`config.mk`:
```
export PLATFORM = sky130hd
export DESIGN_NAME = secrtc_top
export DESIGN_NICKNAME = d
export VERILOG_FILES = /design/src/rtl/secrtc_pkg.sv /design/src/rtl/secrtc_regs.sv /design/src/rtl/secrtc_counter.sv /design/src/rtl/secrtc_alarm.sv /design/src/rtl/secrtc_top.sv
export SDC_FILE = /design/constraint.sdc
export NUM_CORES = 1
export LEC_CHECK = 0
export BUFFER_PORTS_ARGS = -buffer_cell sky130_fd_sc_hd__buf_2
export CAP_MARGIN = 10
export CORE_ASPECT_RATIO = 0.9
export CORE_UTILIZATION = 41
export DETAILED_ROUTE_END_ITERATION = 10
export HOLD_SLACK_MARGIN = 0.08
export PLACE_DENSITY = 0.62
export SLEW_MARGIN = 20
export SYNTH_ARGS = -nofsm -noshare
export SYNTH_HDL_FRONTEND = slang
export SYNTH_SLANG_ARGS = --single-unit
```
`constraint.sdc`:
```
create_clock -name clk -period 4.3 [get_ports clk]
set_input_delay 0 -clock clk [delete_from_list [all_inputs] [get_ports clk]]
set_output_delay 0 -clock clk [all_outputs]
set_load 0.1 [all_outputs]
```
`src/rtl/secrtc_pkg.sv`:
```
package secrtc_pkg;
  // Offset map; software decodes these, so they are fixed.
  localparam int OFS_CTRL = 0;
  localparam int OFS_ACTL = 1;
  localparam int OFS_STG  = 2;
  // Control bit positions
  localparam int BIT_RUN  = 7;
  localparam int BIT_AEN  = 1;
  localparam int BIT_ACLR = 0;

  typedef enum logic [2:0] {
    SEL_CTRL, SEL_ACTL, SEL_STAGE, SEL_LIVE, SEL_ALARM, SEL_NONE
  } sel_e;
endpackage

```
`src/rtl/secrtc_regs.sv`:
```
module secrtc_regs
  import secrtc_pkg::*;
#(
  parameter int DATA_W = 8,
  parameter int NBYTES = 4,
  parameter int ADDR_W = 4,
  localparam int CNT_W = DATA_W * NBYTES,
  localparam int IDX_W = (NBYTES > 1) ? $clog2(NBYTES) : 1
) (
  input  logic              clk,
  input  logic              rst,
  input  logic              bus_valid,
  input  logic              bus_write,
  input  logic [ADDR_W-1:0] bus_addr,
  input  logic [DATA_W-1:0] bus_wdata,
  output logic [DATA_W-1:0] bus_rdata,
  input  logic [CNT_W-1:0]  count,
  input  logic              alarm_status,
  output logic              run_en,
  output logic              alarm_en,
  output logic              load_stb,
  output logic [CNT_W-1:0]  load_val,
  output logic [CNT_W-1:0]  alarm_val,
  output logic              clear_stb
);
  localparam int LIVE_LO  = OFS_STG + NBYTES;
  localparam int ALARM_LO = OFS_STG + 2 * NBYTES;

  logic [DATA_W-1:0] ctrl_q;
  logic [DATA_W-1:0] actl_q;
  logic [DATA_W-1:0] stage_q [NBYTES];
  logic [DATA_W-1:0] alarm_q [NBYTES];
  sel_e              sel;
  logic [IDX_W-1:0]  idx;
  logic              wr;
  logic [DATA_W-1:0] rd_mux;

  // Address decode
  always_comb begin
    int a;
    a   = int'(bus_addr);
    sel = SEL_NONE;
    idx = '0;
    if (a == OFS_CTRL) sel = SEL_CTRL;
    else if (a == OFS_ACTL) sel = SEL_ACTL;
    else if (a >= OFS_STG && a < LIVE_LO) begin
      sel = SEL_STAGE; idx = IDX_W'(a - OFS_STG);
    end else if (a >= LIVE_LO && a < ALARM_LO) begin
      sel = SEL_LIVE; idx = IDX_W'(a - LIVE_LO);
    end else if (a >= ALARM_LO && a < ALARM_LO + NBYTES) begin
      sel = SEL_ALARM; idx = IDX_W'(a - ALARM_LO);
    end
  end

  assign wr        = bus_valid & bus_write;
  assign load_stb  = wr && (sel == SEL_STAGE) && (idx == '0);
  assign clear_stb = wr && (sel == SEL_ACTL) && bus_wdata[BIT_ACLR];
  assign run_en    = ctrl_q[BIT_RUN];
  assign alarm_en  = ctrl_q[BIT_AEN];

  // Flattened views of staged load value and alarm value
  for (genvar g = 0; g < NBYTES; g++) begin : g_lane
    if (g == 0) begin : g_low
      assign load_val[DATA_W-1:0] = bus_wdata;
    end else begin : g_high
      assign load_val[g*DATA_W +: DATA_W] = stage_q[g];
    end
    assign alarm_val[g*DATA_W +: DATA_W] = alarm_q[g];
  end

  // Register writes
  always_ff @(posedge clk) begin
    if (rst) begin
      ctrl_q <= '0;
      actl_q <= '0;
      for (int i = 0; i < NBYTES; i++) begin
        stage_q[i] <= '0;
        alarm_q[i] <= '0;
      end
    end else if (wr) begin
      case (sel)
        SEL_CTRL:  ctrl_q <= bus_wdata;
        SEL_ACTL:  actl_q <= bus_wdata;
        SEL_STAGE: stage_q[idx] <= bus_wdata;
        SEL_ALARM: alarm_q[idx] <= bus_wdata;
        default:   ;
      endcase
    end
  end

  // Read mux
  always_comb begin
    case (sel)
      SEL_CTRL:  rd_mux = ctrl_q;
      SEL_ACTL:  rd_mux = {actl_q[DATA_W-1:1], alarm_status};
      SEL_STAGE: rd_mux = stage_q[idx];
      SEL_LIVE:  rd_mux = count[idx*DATA_W +: DATA_W];
      SEL_ALARM: rd_mux = alarm_q[idx];
      default:   rd_mux = '0;
    endcase
  end

  always_ff @(posedge clk) begin
    if (rst) bus_rdata <= '0;
    else if (bus_valid && !bus_write) bus_rdata <= rd_mux;
  end

  // read data holds between reads
  p_rdata_hold_r2: assert property (@(posedge clk) disable iff (rst)
    !(bus_valid && !bus_write) |=> $stable(bus_rdata));
  // a control write lands exactly as written
  p_ctrl_written_r9: assert property (@(posedge clk) disable iff (rst)
    (wr && sel == SEL_CTRL) |=> ctrl_q == $past(bus_wdata));
endmodule

```
`src/rtl/secrtc_counter.sv`:
```
module secrtc_counter #(
  parameter int CNT_W = 32
) (
  input  logic             clk,
  input  logic             rst,
  input  logic             tick,
  input  logic             run_en,
  input  logic             load_stb,
  input  logic [CNT_W-1:0] load_val,
  output logic [CNT_W-1:0] count,
  output logic             advance,
  output logic [CNT_W-1:0] count_inc
);
  assign advance   = tick & run_en & ~load_stb;
  assign count_inc = count + CNT_W'(1);

  always_ff @(posedge clk) begin
    if (rst)           count <= '0;
    else if (load_stb) count <= load_val;
    else if (advance)  count <= count_inc;
  end

  // load commits the whole staged value
  p_load_r3: assert property (@(posedge clk) disable iff (rst)
    load_stb |=> count == $past(load_val));
  // no movement when stopped and not loading
  p_stopped_r4: assert property (@(posedge clk) disable iff (rst)
    (!run_en && !load_stb) |=> $stable(count));
  // a step is modulo 2**CNT_W
  p_step_r5: assert property (@(posedge clk) disable iff (rst)
    (tick && run_en && !load_stb) |=> count == $past(count) + CNT_W'(1));
endmodule

```
`src/rtl/secrtc_alarm.sv`:
```
module secrtc_alarm #(
  parameter int CNT_W = 32
) (
  input  logic             clk,
  input  logic             rst,
  input  logic             alarm_en,
  input  logic             advance,
  input  logic [CNT_W-1:0] count_inc,
  input  logic [CNT_W-1:0] alarm_val,
  input  logic             clear_stb,
  output logic             status
);
  logic hit;
  assign hit = alarm_en & advance & (count_inc == alarm_val);

  always_ff @(posedge clk) begin
    if (rst)            status <= 1'b0;
    else if (hit)       status <= 1'b1;
    else if (clear_stb) status <= 1'b0;
  end

  // status is sticky until a clear
  p_sticky_r7: assert property (@(posedge clk) disable iff (rst)
    (status && !clear_stb) |=> status);
  // a clear without a coinciding advance drops the status
  p_clear_r8: assert property (@(posedge clk) disable iff (rst)
    (clear_stb && !advance) |=> !status);
  // without an advance the status never rises
  p_no_spurious_r7: assert property (@(posedge clk) disable iff (rst)
    (!status && !advance) |=> !status);
endmodule

```
`src/rtl/secrtc_top.sv`:
```
module secrtc_top #(
  parameter int DATA_W = 8,
  parameter int NBYTES = 4,
  parameter int ADDR_W = 4
) (
  input  logic              clk,
  input  logic              rst,
  input  logic              tick,
  input  logic              bus_valid,
  input  logic              bus_write,
  input  logic [ADDR_W-1:0] bus_addr,
  input  logic [DATA_W-1:0] bus_wdata,
  output logic [DATA_W-1:0] bus_rdata,
  output logic              alarm_irq
);
  localparam int CNT_W = DATA_W * NBYTES;

  logic [CNT_W-1:0] count, count_inc, load_val, alarm_val;
  logic run_en, alarm_en, load_stb, clear_stb, advance, status;

  secrtc_regs #(.DATA_W(DATA_W), .NBYTES(NBYTES), .ADDR_W(ADDR_W)) u_regs (
    .clk(clk), .rst(rst),
    .bus_valid(bus_valid), .bus_write(bus_write), .bus_addr(bus_addr),
    .bus_wdata(bus_wdata), .bus_rdata(bus_rdata),
    .count(count), .alarm_status(status),
    .run_en(run_en), .alarm_en(alarm_en),
    .load_stb(load_stb), .load_val(load_val),
    .alarm_val(alarm_val), .clear_stb(clear_stb)
  );

  secrtc_counter #(.CNT_W(CNT_W)) u_count (
    .clk(clk), .rst(rst), .tick(tick), .run_en(run_en),
    .load_stb(load_stb), .load_val(load_val),
    .count(count), .advance(advance), .count_inc(count_inc)
  );

  secrtc_alarm #(.CNT_W(CNT_W)) u_alarm (
    .clk(clk), .rst(rst), .alarm_en(alarm_en), .advance(advance),
    .count_inc(count_inc), .alarm_val(alarm_val),
    .clear_stb(clear_stb), .status(status)
  );

  assign alarm_irq = status;

  // interrupt low in the cycle after reset
  p_reset_quiet_r1: assert property (@(posedge clk) rst |=> !alarm_irq);
endmodule

```
==> out/metrics.cfg, run 1 <==
[run_status]
run_status = finished, final reports clean

[synth]
netlist_top_cells_area = edfxtp_1 28%, dfxtp_1 17%, nor2_1 7.1%
synth_nets = 762
ys_seq_area_share_pct = 45.1
synth_area_per_cell_um2 = 9.09
synth_edf_count = 64
synth_common_cells = 127 x nor2_1, 74 x nand2_1, 64 x edfxtp_1
syn_area_um2 = 6750
synth_flop_cell = edfxtp_1
yosysTopAreaCellShare_pct = 28.5
synthArstFlopShare_pct = 0
yosysTopAreaCell = edfxtp_1
ys_types = 70
synth_seq_cells = 120
ys.warnings.count = 0
syn_inst = 743
synth.most_common_cell = nor2_1

[routing]
initialDrtViolationCount = 827
wire_per_inst_um = 22.6
remaining_drc_errors = 0
ant_nets = 0
drt_pass1_iterations = 8
drt-total-wl_mm = 21.9
vias = 5861
viasPerCell = 6.06

[timing]
tns_ns = 0
final.min_clock_period_ns = 2.62
fin_skew_ns = 0.00645
worstMarginPinSlew_ns = 0.981
relSlewSlack_pct = 34.5
hold_viol = 0
fmax_mhz = 382
setup_viol = 0
period_share_pct = 60.9
rsz0062_at_grt = no
maxSlewViolCount = 0

[power_and_ir_drop]
total_power_mw = 3.02
leakagePower_nw = 2.69
power_density_nw_per_um2 = 394
peakVddDrop_uv = 301

[cts]
cts_tree = yes
cts_sinks = 120
post_cts_resized = 0
clockBufferDepth = 2
cts.clk_slew.worst_paths_ns = 0.06
cts_htree_levels = 4
worstSkewPairLatency_ns = 0.41
clockRootBuffer = clkbuf_16
numCtsBuffers = 17
postCtsSetupBuffers = 0

[placement]
dpl_cell_area_um2 = 6940
port_buffers = 25
place_congestion = 0.935
dp_hpwl_mm = 16.3

[cells_and_area]
drive_gt1_share_pct = 11.3
diodes = 0
final_design_area_no_fill_um2 = 7650
finish.net_count = 766
areaGrowthSynthToFinish_pct = 13.3

[grt]
grt_max_degree = 59
grt_usage_pct = 27.1
grt-ovfl-total = 0
antenna_found_initial = 0
grt_pass1_wl_mm = 32.9
grt_pass1_vias = 5440

[critical_path]
critPathCaptureType = flop
cp.required_ns = 4.65
crit_fanout = 12
path_class = flop to flop
start_kind = flop
cp_data_arrival_time_ns = 2.97

[floorplan]
core_um2 = 16100
io_pins = 26
std_cell_rows = 44
die_w_um = 137
dieArea_um2 = 17000
initial_core_util_pct = 41.9
fp.dieH_um = 124

[worst_hold_path]
holdCritPathClass = primary input to flop

[job]
drv_cap = 0

==> where the power goes <==
part	switching, mW	total [mW]	internal (mW)
Sequential	0.0466	1.30	1.25
Clock	0.524	1.46	0.941
Combinational	0.172	0.253	0.0810
Total	0.742	3.02	2.27
==> cells in the final DEF (no fill, tap or decap), types with 8 or more instances in the layout <==
master / instances
buf_4: 8
dfxtp_1: 56
xor2_1: 23
o22ai_1: 13
nand2_1: 74
nor3_1: 16
nor4_1: 10
a211oi_1: 28
inv_1: 25
clkbuf_16: 19
nand3_1: 17
dlygate4sd3_1: 10
buf_2: 25
nor2_1: 127
mux2i_1: 16
a21oi_1: 37
xnor2_1: 48
edfxtp_1: 64
nand4_1: 9
a21o_1: 8
a222oi_1: 16
==> worst paths after layout <==
path,from,end,slack (ns),cells after the start
worst max-delay path,u_count.count[0]$_SDFFE_PP0P_,u_alarm.status$_SDFFE_PP0P_,1.68,8
worst min-delay path,bus_valid,u_regs.bus_rdata[3]$_SDFFE_PP0P_,0.14,4
worst max register to register,u_count.count[0]$_SDFFE_PP0P_,u_alarm.status$_SDFFE_PP0P_,1.68,8
worst min register to register,u_regs.bus_rdata[3]$_SDFFE_PP0P_,u_regs.bus_rdata[3]$_SDFFE_PP0P_,0.46,2
==> registers in the layout, indices dropped and copies added (netlist names) <==
register / flops
u_regs.alarm_q: 32
u_regs.stage_q: 32
u_regs.actl_q: 7
u_regs.bus_rdata: 8
u_count.count: 32
u_regs.ctrl_q: 8
u_alarm.status: 1
==> metal layers <==
layer  vias up  track usage (%)  share of wire, %
li1       2682                -                 -
met1      2837             37.9                44
met2       298             40.8                44
met3        44             4.84               7.9
met4         0             12.0               3.9
met5         -                0                 0
==> per-stage QoR <==
stage / hold WS (ns) / setup slack (ns) / std cells / utilization, %
final: 0.144 / 1.68 / 967 / 47.5
after global routing: 0.184 / 1.48 / 967 / 47.5
after CTS: 0.126 / 1.69 / 967 / 47.5
after detailed placement: 0.327 / 1.70 / 925 / 43.0
after global placement: 0.320 / 1.74 / 925 / 43.0
after floorplan: 0.147 / 2.16 / 743 / -
==> cell families (layout without fill, tap and decap cells) <==
group,count (synthesis),count (layout),share of synthesized area [%]
AND/OR/NAND/NOR,303,303,21.8
AO/OA/AOI/OAI,147,147,15.6
flip-flops,120,120,45.1
buffers and inverters,83,100,5.30
XOR/XNOR,72,72,9.56
multiplexers,16,16,2.37
adder cells (fa/ha/maj),2,2,0.370
==> critical path, stage by stage, from the launching register on <==
cell,delay (ns)
dfxtp_1,0.45
ha_1,0.26
and3_2,0.28
nand4_4,0.25
nor4_4,0.49
xor2_1,0.12
a2111oi_1,0.43
nand4_1,0.13
o21ai_1,0.14
==> cell type report <==
cell class	count	area, um2
fill	1541	8480
timing repair buffer	43	285
inverter	25	93.8
multi-input combinational	540	3360
tap	207	259
clock buffer	23	500
sequential	120	3040
clock inverter	9	111
==> what timing repair did <==
item,4_1_cts,5_1_grt
endpoints found under the setup margin,0,0
hold endpoints to repair,29,0
hold buffers,10,0
Note: power is estimated with default switching activity, not from simulation.
==> run 2, diff against run 1 <==
clock period = 2.7 ns   (was 4.3 ns; I/O delays follow)
==> run 2 against run 1 <==
Register-to-register slack got worse by 1.4 ns; sequential cell count unchanged; first-iteration DRC count fell by 19%; non-clock buffer count up 18; clock skew is 0.0035 ns higher; largest cell class unchanged.
==> out/metrics.cfg, run 2 (synthesis results as in run 1) <==
[critical_path]
r2r_cells = 8
start_kind = flop
path_class = flop to flop
cp.required_ns = 3.06
startpoint = u_count.count[1]$_SDFFE_PP0P_
rr_startpoint = u_count.count[1]$_SDFFE_PP0P_
crit_fanout = 5
critPathCaptureType = flop
cp_data_arrival_time_ns = 2.81

[cells_and_area]
finish.net_count = 784
final_common_cell = nor2_1
fin_cells = 985
final_cell_mix = 127 x nor2_1, 74 x nand2_1, 64 x edfxtp_1, 56 x dfxtp_1, 48 x xnor2_1
n_fill_cell = 1520
areaGrowthSynthToFinish_pct = 14.6
drive_gt1_share_pct = 13.5
top_regs = u_count.count: 32 flops, u_regs.alarm_q: 32 flops, u_regs.stage_q: 32 flops
diodes = 0

[cts]
clockRootBuffer = clkbuf_16
cts_htree_levels = 4
cts.clk_slew.worst_paths_ns = 0.06
clockBufferDepth = 2
cts_tree = yes
post_cts_resized = 0
numCtsBuffers = 17
cts_sinks = 120
hold_buffers = 8
postCtsSetupBuffers = 0
worstSkewPairLatency_ns = 0.42

[timing]
relSlewSlack_pct = 45.8
final.min_clock_period_ns = 2.45
fmax_mhz = 408
period_share_pct = 90.7
tns_ns = 0
hold_viol = 0
worst_slack_ns = 0.251
maxSlewViolCount = 0
fin_skew_ns = 0.00998
worstMarginPinSlew_ns = 0.793
rsz0062_at_grt = no
setup_viol = 0

[placement]
dp_hpwl_mm = 16.9
place_congestion = 0.986
dpl.cell_count = 945
port_buffers = 25
dp_slack_ns = 0.287

[run_status]
run_status = finished, final reports clean

[worst_hold_path]
whs_path_depth = 4
worstHoldStart = bus_valid
holdCritPathClass = primary input to flop

[power_and_ir_drop]
power_density_nw_per_um2 = 602
p_clk_share_pct = 46.7
p_sw_mw = 1.19
total_power_mw = 4.66
peakVddDrop_uv = 398
leakagePower_nw = 2.74
swShare_pct = 25.5
power_frac_comb_pct = 9.0
p_seq_share_pct = 44.3
power.internal_mw = 3.47

[routing]
initialDrtViolationCount = 667
ant_nets = 0
viasPerCell = 6.06
drt_pass1_iterations = 5
vias = 5969
wire_per_inst_um = 22.9
drt-total-wl_mm = 22.6
remaining_drc_errors = 0

[floorplan]
die_w_um = 137
core_um2 = 16100
dieArea_um2 = 17000
fp.dieH_um = 124
io_pins = 26
std_cell_rows = 44
initial_core_util_pct = 41.9

[grt]
grt_pass1_wl_mm = 33.9
grt-ovfl-total = 0
grt_max_degree = 58
grt_usage_pct = 28.1
grt_pass1_vias = 5567
antenna_found_initial = 1

[job]
drv_cap = 0

-- run 2: cell count changes in the layout (fill, tap and decap cells not counted), moves of 2 or more --
cell,change
buf_4,+20
clkinvlp_4,+6
clkbuf_16,-2
clkinv_1,+2
clkinv_4,-2
dlygate4sd3_1,-2
-- run 2: power groups by stage --
stage | Sequential, mW | Combinational (mW) | Clock, mW
3_5_place_dp | 2.10 | 0.401 | 0
4_1_cts | 2.06 | 0.412 | 2.19
6_report | 2.06 | 0.420 | 2.18
5_1_grt | 2.07 | 0.449 | 2.28
2_1_floorplan | 2.09 | 0.244 | 0
3_3_place_gp | 2.10 | 0.398 | 0
-- run 2: layout make-up --
type	count	area, um2	share of cell area (%)
Clock buffer	19	433	5.60
Clock inverter	13	131	1.70
Inverter	25	93.8	1.21
Multi-Input combinational cell	540	3360	43.5
Sequential cell	120	3040	39.3
Tap cell	207	259	3.35
Timing Repair Buffer	61	415	5.37
-- run 2: worst max-delay path, cell delays in order, from the launching register on --
cell and delay (ns):
dfxtp_1 0.41, ha_1 0.25, and3_2 0.27, nand4_4 0.13, nor4_4 0.46, xor2_1 0.11, a2111oi_1 0.44, nand4_1 0.16
o21ai_1 0.15
-- run 2: per-layer routing --
layer  part of all wire, %  vias up  global-route usage [%]  wire length (um)
met5                 0.053        -                       0                12
met4                   4.1        2                    14.2               916
met3                   8.9       60                    7.90              2020
met2                    44      309                    41.3              9860
met1                    43     2897                    37.7              9760
li1                      -     2701                       -                 -
-- run 2: metrics by stage --
| step | hold WS [ns] | instance area (um2) | utilization [%] |
|---|---|---|---|
| floorplan | 0.147 | 6750 | - |
| global placement | 0.330 | 7090 | 44.0 |
| detailed placement | 0.337 | 7090 | 44.0 |
| CTS | 0.0901 | 7740 | 48.0 |
| global route | 0.143 | 7740 | 48.0 |
| finish | 0.112 | 7740 | 48.0 |
-- run 2: path summary, 6_finish.rpt --
path                            slack [ns]                               end
worst max-delay path                  0.25       u_alarm.status$_SDFFE_PP0P_
worst min-delay path                  0.11  u_regs.bus_rdata[1]$_SDFFE_PP0P_
worst max register to register        0.25       u_alarm.status$_SDFFE_PP0P_
worst min register to register        0.45  u_regs.bus_rdata[7]$_SDFFE_PP0P_
==> run 3, diff against run 2 <==
GPL_TIMING_DRIVEN = 0   (was unset)
==> run 3 against run 2 <==
Maximum frequency shrank 7.7%; global-route usage grew 1.2 points; via count grew 3.5%; routed wire length grew 4.6%; clock-buffer cell count grew 5; power grew 1.5%; sequential share of layout area shrank 0.51 points; first-iteration DRC count grew 16%; register-to-register slack lost 0.20 ns; sequential power is essentially flat; clock power grew 3%; critical path depth grew 1; critical endpoint unchanged; largest power group unchanged.
==> out/metrics.cfg, run 3 (synthesis results as in run 1) <==
[routing]
initialDrtViolationCount = 771
drt-total-wl_mm = 23.6
vias = 6178
ant_nets = 0
wire_per_inst_um = 23.2
drt_pass1_iterations = 9
viasPerCell = 6.08
remaining_drc_errors = 0

[timing]
period_share_pct = 98.3
rsz0062_at_grt = no
worstMarginPinSlew_ns = 0.905
tns_ns = 0
worst_slack_ns = 0.0469
holdWs_ns = 0.147
fin_skew_ns = 0.0152
relSlewSlack_pct = 39.5
setup_viol = 0
hold_viol = 0
fmax_mhz = 377
maxSlewViolCount = 0
final.min_clock_period_ns = 2.65

[floorplan]
std_cell_rows = 44
io_pins = 26
fp.dieH_um = 124
initial_core_util_pct = 41.9
die_w_um = 137
dieArea_um2 = 17000
core_um2 = 16100

[cts]
clockBufferDepth = 2
clockRootBuffer = clkbuf_16
cts_sinks = 120
cts_htree_levels = 4
cts_tree = yes
numCtsBuffers = 17
cts.clk_slew.worst_paths_ns = 0.06
worstSkewPairLatency_ns = 0.43

[grt]
antenna_found_initial = 0
grt-ovfl-total = 0
grt_max_degree = 17
top_usage_layer = met2
use_met1_pct = 38.8
grt_pass1_vias = 5900
grt_usage_pct = 29.4
gr-usage-met3_pct = 5.86
use_met2_pct = 45.4
grt_pass1_wl_mm = 35.5

[placement]
port_buffers = 24
dp_hpwl_mm = 18.1
place_congestion = 0.993
dp_slack_ns = -0.117

[worst_hold_path]
worstHoldStart = bus_valid
holdCritPathClass = primary input to flop

[critical_path]
r2r-end = u_alarm.status$_SDFFE_PP0P_
start_kind = flop
cp-endpoint = u_alarm.status$_SDFFE_PP0P_
cp_data_arrival_time_ns = 3.01
crit_chain = ha_1 > and3_2 > nand4_4 > buf_6 > nor2_1 > xnor2_1 > nor4_1 > nand4_1 > o21ai_1
crit_fanout = 10
rr_startpoint = u_count.count[1]$_SDFFE_PP0P_
cp.required_ns = 3.05
critPathCaptureType = flop
rrSetupSlack_ns = 0.05
cpPeakStageDelay_ns = 0.41
cpMaxStageDelayCell = dfxtp_1
path_class = flop to flop
startpoint = u_count.count[1]$_SDFFE_PP0P_
r2r_cells = 9

[cells_and_area]
final_cell_mix = 127 x nor2_1, 74 x nand2_1, 64 x edfxtp_1, 56 x dfxtp_1, 48 x xnor2_1
top_regs = u_count.count: 32 flops, u_regs.alarm_q: 32 flops, u_regs.stage_q: 32 flops
final_util_pct = 48.6
final-seq-area_um2 = 3040
diodes = 0
areaGrowthSynthToFinish_pct = 16.1
finish.net_count = 815
n_fill_cell = 1563
drive_gt1_share_pct = 12.6
multi_input_comb_area_um2 = 3380
final_common_cell = nor2_1

[power_and_ir_drop]
power_density_nw_per_um2 = 604
peakVddDrop_uv = 549
leakagePower_nw = 2.80

[job]
drv_cap = 0

[run_status]
run_status = finished, final reports clean

-- run 3: cell types whose count changed in the layout (fill, tap and decap cells not counted), sizes merged --
| cell | before | now |
|---|---|---|
| bufinv | 2 | 1 |
| clkbuf | 19 | 61 |
| clkinvlp | 6 | 0 |
| inv | 25 | 26 |
| buf | 53 | 47 |
| clkinv | 5 | 6 |
-- run 3: power breakdown --
group | total (mW) | switching (mW) | internal (mW)
sequential | 2.06 | 0.0609 | 1.99
combinational | 0.438 | 0.305 | 0.133
clock | 2.24 | 0.823 | 1.42
total | 4.73 | 1.19 | 3.54
-- run 3: layer usage --
metal | part of all wire [%] | vias up | routed length [um]
li1 | - | 2773 | -
met1 | 42 | 2967 | 9970
met2 | 44 | 365 | 10400
met3 | 9.1 | 73 | 2140
met4 | 4.8 | 0 | 1120
met5 | 0 | - | 0
-- run 3: how the worst min path moves through the flow --
stage                                                   to  slack (ns)  depth (start not counted)
after floorplan              u_regs.ctrl_q[0]$_SDFFE_PP0P_        0.15                          2
after global placement       u_regs.ctrl_q[6]$_SDFFE_PP0P_        0.31                          3
after detailed placement     u_regs.ctrl_q[0]$_SDFFE_PP0P_        0.32                          3
after CTS                 u_regs.bus_rdata[1]$_SDFFE_PP0P_        0.13                          5
after global routing      u_regs.bus_rdata[5]$_SDFFE_PP0P_        0.21                          5
final                     u_regs.bus_rdata[1]$_SDFFE_PP0P_        0.15                          5
-- run 3: area by class of cell --
| type | count | area share [%] |
|---|---|---|
| clock inverters | 8 | 0.862 |
| flip-flops and latches | 120 | 38.8 |
| well taps | 207 | 3.30 |
| plain buffers | 58 | 3.37 |
| repair buffers | 34 | 2.75 |
| multi-input cells | 540 | 43.1 |
| inverters | 25 | 1.20 |
| clock buffers | 24 | 6.56 |
-- run 3: metrics by stage --
step | total power [mW] | cells | area, um2
final | 4.73 | 1016 | 7840
after global routing | 4.83 | 1016 | 7840
after CTS | 4.71 | 1014 | 7800
after detailed placement | 2.50 | 974 | 7130
after global placement | 2.49 | 974 | 7130
after floorplan | 2.34 | 743 | 6750
-- run 3: worst max-delay path, delay by kind of cell (launching register included) --
kind / cells / cell delay, ns
AO/OA/AOI/OAI: 1 / 0.21
AND/OR/NAND/NOR: 5 / 1.37
adder cells (fa/ha/maj): 1 / 0.28
XOR/XNOR: 1 / 0.11
buffers and inverters: 1 / 0.19
flip-flops: 1 / 0.41
-- run 3: repair_timing --
item                                    in CTS  in global routing
endpoints found under the setup margin       1                  1
resized for setup                            1                  3
hold buffers                                 8                  0
gates cloned                                 0                  0
pin swaps                                    1                  3
hold endpoints to repair                    35                  0
buffers inserted                             0                  2
